[config.mk]
export PLATFORM = sky130hd
export DESIGN_NAME = fifo_fwft_ctrl
export DESIGN_NICKNAME = d
export VERILOG_FILES = /design/src/rtl/fifo_pkg.sv /design/src/rtl/fifo_store.sv /design/src/rtl/fifo_thresh.sv /design/src/rtl/fifo_fwft_ctrl.sv
export SDC_FILE = /design/constraint.sdc
export NUM_CORES = 1
export LEC_CHECK = 0
export BUFFER_PORTS_ARGS = -buffer_cell sky130_fd_sc_hd__buf_2
export CAP_MARGIN = 5
export CORE_UTILIZATION = 59
export DETAILED_ROUTE_END_ITERATION = 8
export PLACE_DENSITY = 0.79
export SYNTH_ARGS = -nofsm -noshare
export SYNTH_HDL_FRONTEND = slang
export SYNTH_SLANG_ARGS = --single-unit
[constraint.sdc]
create_clock -name clk -period 3.3 [get_ports clk]
set_input_delay 0.495 -clock clk [delete_from_list [all_inputs] [get_ports clk]]
set_output_delay 0.495 -clock clk [all_outputs]
set_load 0.005 [all_outputs]
[src/rtl/fifo_pkg.sv]
package fifo_pkg;
    typedef enum logic {
        RD_REGISTERED  = 1'b0,
        RD_FALLTHROUGH = 1'b1
    } rd_mode_e;
endpackage

[src/rtl/fifo_store.sv]
module fifo_store #(
    parameter int DATA_W = 8,
    parameter int DEPTH  = 8,
    localparam int AW    = $clog2(DEPTH)
) (
    input  logic              clk,
    input  logic              we,
    input  logic [AW-1:0]     waddr,
    input  logic [DATA_W-1:0] wdata,
    input  logic [AW-1:0]     raddr,
    output logic [DATA_W-1:0] rword
);
    logic [DATA_W-1:0] cells [DEPTH];

    always_ff @(posedge clk) begin
        if (we) begin
            cells[waddr] <= wdata;
        end
    end

    assign rword = cells[raddr];
endmodule

[src/rtl/fifo_thresh.sv]
module fifo_thresh #(
    parameter int DEPTH = 8,
    localparam int CW   = $clog2(DEPTH + 1)
) (
    input  logic [CW-1:0] occ,
    input  logic [CW-1:0] af_level,
    input  logic [CW-1:0] ae_level,
    output logic          full,
    output logic          empty,
    output logic          almost_full,
    output logic          almost_empty
);
    logic [CW:0] occ_plus_af;

    always_comb begin
        occ_plus_af  = {1'b0, occ} + {1'b0, af_level};
        full         = (occ == CW'(DEPTH));
        empty        = (occ == '0);
        almost_full  = (occ_plus_af >= (CW+1)'(DEPTH));
        almost_empty = (occ <= ae_level);
    end
endmodule

[src/rtl/fifo_fwft_ctrl.sv]
module fifo_fwft_ctrl #(
    parameter int DATA_W = 8,
    parameter int DEPTH  = 8,
    localparam int AW    = $clog2(DEPTH),
    localparam int CW    = $clog2(DEPTH + 1)
) (
    input  logic              clk,
    input  logic              rst,
    input  logic              fwft_en,
    input  logic              wr_en,
    input  logic [DATA_W-1:0] wr_data,
    input  logic              rd_en,
    output logic [DATA_W-1:0] rd_data,
    input  logic [CW-1:0]     af_level,
    input  logic [CW-1:0]     ae_level,
    output logic              full,
    output logic              empty,
    output logic              almost_full,
    output logic              almost_empty,
    output logic              overflow,
    output logic              underflow
);
    import fifo_pkg::*;

    typedef struct packed {
        logic [AW-1:0]     wptr;
        logic [AW-1:0]     rptr;
        logic [CW-1:0]     cnt;
        logic [DATA_W-1:0] dout;
        logic              ovf;
        logic              udf;
    } ctrl_t;

    ctrl_t             st_d, st_q;
    rd_mode_e          mode;
    logic              wr_ok, rd_ok;
    logic [DATA_W-1:0] head_word;
    logic [CW-1:0]     occ;

    function automatic logic [AW-1:0] ptr_next(input logic [AW-1:0] p);
        return (p == AW'(DEPTH - 1)) ? '0 : p + AW'(1);
    endfunction

    assign mode = rd_mode_e'(fwft_en);
    assign occ  = st_q.cnt;

    fifo_store #(.DATA_W(DATA_W), .DEPTH(DEPTH)) u_store (
        .clk   (clk),
        .we    (wr_ok),
        .waddr (st_q.wptr),
        .wdata (wr_data),
        .raddr (st_q.rptr),
        .rword (head_word)
    );

    fifo_thresh #(.DEPTH(DEPTH)) u_thresh (
        .occ          (occ),
        .af_level     (af_level),
        .ae_level     (ae_level),
        .full         (full),
        .empty        (empty),
        .almost_full  (almost_full),
        .almost_empty (almost_empty)
    );

    always_comb begin
        wr_ok = wr_en && !full;
        rd_ok = rd_en && !empty;
        st_d  = st_q;
        if (wr_ok) begin
            st_d.wptr = ptr_next(st_q.wptr);
        end
        if (rd_ok) begin
            st_d.rptr = ptr_next(st_q.rptr);
            st_d.dout = head_word;
        end
        case ({wr_ok, rd_ok})
            2'b10:   st_d.cnt = st_q.cnt + CW'(1);
            2'b01:   st_d.cnt = st_q.cnt - CW'(1);
            default: st_d.cnt = st_q.cnt;
        endcase
        st_d.ovf = st_q.ovf || (wr_en && full);
        st_d.udf = st_q.udf || (rd_en && empty);
    end

    always_ff @(posedge clk) begin
        if (rst) begin
            st_q <= '0;
        end else begin
            st_q <= st_d;
        end
    end

    assign rd_data   = (mode == RD_FALLTHROUGH) ? head_word : st_q.dout;
    assign overflow  = st_q.ovf;
    assign underflow = st_q.udf;
endmodule

After elaboration in Yosys (flattened, before gate mapping)
Memories as Yosys holds them, arrays and structs flattened. A register that Yosys moved wholly into a read port is not among the register bits.
Cells that the tools add are included.
- add/subtract/negate cells: 5
- $lt $le $gt $ge: 2
- eq/ne operators: 5
- muxes and demuxes: 8
- reduce and logical (&&, ||, !) cells: 10
- operator list (operator ; number):
    $mux 3 ; 4
    $mux 8 ; 1
    $pmux 4 s2 ; 1
    $add 3x1->3 const B ; 2
    $eq 3x3->1 const B ; 2
    $add 4x4->5 ; 1
    $ge 5x4->1 const B ; 1
    $add 4x1->4 const B ; 1
    $eq 4x4->1 const B ; 1
    $le 4x4->1 ; 1
    $logic_and 1x1->1 ; 4
    $logic_not 4->1 ; 1
    $sub 4x1->4 const B ; 1
    $eq 2x1->1 const B ; 1
    $eq 2x2->1 const B ; 1
    $logic_not 1->1 ; 2
    $logic_or 1x1->1 ; 2
    $mux 1 ; 2
    $reduce_bool 2->1 ; 1
- bits in registers: 20
- bits in writable memories: 64
- input port bits: 21
- output and inout port bits: 14
- logic and storage cells: 37
- memories kept: 1
- memories (name ; words ; width ; read ports ; clocked after Yosys merged registers in ; write ports ; line ; source):
    u_store.cells ; 8 ; 8 ; 1 ; 1 ; 1 ; fifo_store.sv:13 ; logic [DATA_W-1:0] cells [DEPTH];

Longest topological paths before layout
- depth after elaboration: 5
- mapped depth: 12
- depth with buffers taken out: 10

Cells and area by module
A second synthesis with hierarchy kept.
- cells, all modules: 244
- area total of the unflattened synthesis: 3712.3 um^2
- modules (own cells, without submodules) (module ; times used ; cells an instance ; area an instance (um^2) ; sequential area each (um^2)):
    fifo_store ; 1 ; 106 ; 2531.2 ; 1921.8
    fifo_fwft_ctrl ; 1 ; 110 ; 947.2 ; 400.4
    fifo_thresh ; 1 ; 28 ; 234.0 ; 0.0

Worst setup path before layout
Ideal clock, no wire load.
- path type: flip-flop to flip-flop
- from: reg st_q (netlist bit occ[1])
- to: reg st_q (netlist bit occ[2])
- library setup time: 0.071 ns
- arrival: 2.336 ns
- data required time: 3.229 ns
- path slack: 0.893 ns
- cell stages (with the launch flop): 13
- path buffers: 2
- period minus slack after synthesis: 2.407 ns
- path through: dfxtp_1 > buf_6 > nor4_4 > nand2b_4 > inv_4 > buf_6 > ha_1 > xor2_1 > ha_1 > a21oi_1 > xor2_1 > or3_1 > a21oi_1
- word-level cells in the longest chain between the ends: 5
- elaborated cells on any way between the ends: 12
- those cells by class: add/sub: 2; eq/ne: 3; mux: 1; reduce/logical: 6
- ends and longest elaborated chain (what ; line ; source):
    start: declaration ; fifo_fwft_ctrl.sv:34 ; ctrl_t st_d, st_q;
    start signal: assignment ; fifo_fwft_ctrl.sv:90 ; st_q <= st_d;
    $logic_not 4->1 (*) ; fifo_thresh.sv:18 ; empty = (occ == '0);
    net empty ; fifo_fwft_ctrl.sv:17 ; output logic empty,
    $logic_not 1->1 (*) ; fifo_fwft_ctrl.sv:68 ; rd_ok = rd_en && !empty;
    $logic_and 1x1->1 (*) ; fifo_fwft_ctrl.sv:68 ;
    $eq 2x1->1 or $eq 2x2->1 (tied branches) ; fifo_fwft_ctrl.sv:77 ; case ({wr_ok, rd_ok})
    $pmux 4 s2 or $reduce_bool 2->1 (tied branches) ; -- ;
The timed path passes the listed nets; every way through them passes the cells marked *.
A chain may end at the register's enable or synchronous reset.

==> impl_metrics.yaml <==
worst_setup_path:
  worst-setup-path-type: "flip-flop to output pin"
  worstPathArrival_ns: 2.21
  cp-end-kind: "output pin"
  required_ns: 2.80
  setup.worst_path.start_class: "flip-flop"
  regToRegSetupSlack_ns: 0.69
  critPathMaxFanout: 16
timing:
  worst_pin_slew_ns: 0.951
  report.final.slew_viol_count: 0
  fin_skew_ns: 0.00762
  final.period_utilization_pct: 82.0
  max_freq_mhz: 370
  setup_viol: 0
  setup_tns_ns: 0
  period_needed_ns: 2.70
  finalHoldViolCount: 0
  rsz0062_at_grt: "false"
  worst_slew_margin_rel_pct: 36.4
power:
  power.ir.vdd_worst_mv: 0.538
  p_per_area_mw_per_mm2: 708
  p_leak_nw: 1.57
yosys:
  synthAdderAreaFrac_pct: 5.41
  synthMuxAreaShare_pct: 14.4
  ys_seq_area_share_pct: 62.0
  yosysUniqueCellTypes: 37
  netlist_area_mm2: 0.00384
  yosys.area_share.simple_pct: 7.98
  synth-compound-area-share_pct: 6.16
  yosysTopAreaCellShare_pct: 50.0
  synthCells: 246
  synth_top_area_cell: "edfxtp_1"
  yosys_warnings: 0
  synth.avg_cell_area_um2: 15.6
  yosys-top-cells-area: "edfxtp_1 (50%), dfxtp_1 (12%), mux4_2 (5.9%), ha_1 (4.9%), mux4_1 (4.1%)"
  synth_top_family_by_area: "multiplexers"
  synth-xor-area-share_pct: 0.684
  ys_ff_latch: 87
  syn-num-nets: 283
grt:
  grt_overflow_total: 0
  grt_max_degree: 22
  grt_pass1_vias: 1820
  grt_pass1_wl_um: 9790
  antenna_found_initial: 0
  grt_usage_pct: 21.3
detailed_routing:
  totalWireLength_um: 6650
  routed_via_density: 5.71
  drtAntennaViolNets: 0
  vias: 2095
  drt_pass1_iterations: 4
  drc: 0
  wire_per_inst_um: 18.1
  drtIter0Drc: 134
clock_network:
  clock_latency_ns: 0.36
  clkTransAtPathRegs_ns: 0.08
  htreeDepth: 3
  cts_tree: "done"
  post_cts_buffers: 0
  holdBufCountCts: 0
  cts_made_buffers: 9
  root_buffer: "clkbuf_8"
  cts_buffer_depth: 2
  clock_sink_count: 87
  cts_resized: 0
final_layout:
  fill_cells: 428
  antennaDiodeCount: 0
  layout_common_cells: "edfxtp_1 (64), buf_2 (34), nor2_1 (29)"
  nets: 322
  drive_gt1_share_pct: 28.6
  syn2layout_area_growth_pct: 12.1
  layout_commonest_cell: "edfxtp_1"
  multi_input_area_mm2: 0.00133
  stdcell_area_mm2: 0.00431
  seq_area_mm2: 0.00238
placed_design:
  io_buffer_count: 34
  place_area_mm2: 0.00406
  place.gp.congestion: 0.708
  hpwl_um: 4250
die:
  num_io_pins: 35
  initial_utilization_pct: 60.8
  die-area_mm2: 0.00684
  rows: 29
  core_mm2: 0.00631
  dieWidth_um: 82.7
  die_h_um: 82.7
run:
  maxCapViolCount: 0
min_path:
  worstHoldPathType: "input port to flip-flop"
status:
  outcome: "complete, no violations"
[power breakdown]
part / total [mW] / switching, mW / internal (mW)
clock network: 0.915 / 0.401 / 0.513
registers: 1.41 / 0.119 / 1.29
logic: 0.728 / 0.369 / 0.359
[stage by stage]
stage / utilization [%] / total power [mW] / instances / hold slack, ns / setup slack (ns)
after floorplan: - / 1.99 / 246 / 0.450 / 0.893
after global placement: 64.2 / 2.13 / 351 / 0.458 / 0.776
after detailed placement: 64.2 / 2.16 / 351 / 0.451 / 0.717
after CTS: 68.2 / 3.07 / 367 / 0.386 / 0.573
after global routing: 68.2 / 3.22 / 367 / 0.393 / 0.428
final: 68.2 / 3.05 / 367 / 0.398 / 0.595
[metal layers]
layer  GRT usage (%)  part of all wire [%]  vias to the layer above
met4            11.0                   2.0                        0
met5               0                     0                        -
li1                -                     -                     1019
met2            32.2                    48                       54
met1            28.0                    46                     1010
met3            6.26                   3.8                       12
[flip-flops by register name, summed over array words and instances, names as in the netlist, named ones only]
register / cells
u_store.cells: 64
overflow: 1
underflow: 1
st_q: 14
occ: 4
[logic make-up (layout without fill, tap and decap cells)]
logic type,count (synthesis),in the layout
muxes,29,29
xor gates and xnor gates,3,3
buffers and inverters,20,64
and+or+nand+nor,59,59
DFF,87,87
adders and majority gates,16,16
AOI/OAI and AO/OA,32,32
[cell type report]
class                   instances  area share [%]
well taps                      77            2.24
clock buffers                   9            2.88
repair buffers                 40            5.00
multi-input cells             139            30.9
clock inverters                 7            2.94
flip-flops and latches         87            55.3
inverters                       8           0.756
[critical path: stages (launching register included)]
cell     delay, ns
dfxtp_1       0.33
buf_4         0.30
mux4_1        0.60
mux2i_1       0.34
a21oi_1       0.14
buf_2         0.14
[final timing paths]
check / start / end / cells after the start
max: flip-flop / rd_data[2] / 5
min: wr_en / overflow / 3
max reg2reg: occ[1] / occ[2] / 9
min reg2reg: underflow / underflow / 2
[Yosys cell counts]
library cell / instances
inv_1: 7
fa_1: 1
nor2b_1: 3
clkbuf_1: 2
and3b_1: 1
dfxtp_1: 23
buf_4: 1
nor4_1: 1
nand3b_1: 2
a211oi_2: 8
nand2_1: 8
nor4_4: 1
or3_1: 3
o41ai_2: 1
nand2b_1: 3
mux4_1: 6
xor2_1: 3
o21a_1: 2
nand4_1: 1
buf_6: 4
mux2i_1: 9
nor3_1: 4
nand3_1: 1
buf_1: 2
nor4b_2: 1
a21oi_1: 18
mux4_2: 10
buf_12: 1
buf_2: 2
ha_1: 15
mux2_2: 1
edfxtp_1: 64
mux2i_4: 3
o21ai_0: 3
inv_4: 1
nand2b_4: 1
nor2_1: 29
Note: power is estimated with default switching activity, not from simulation.
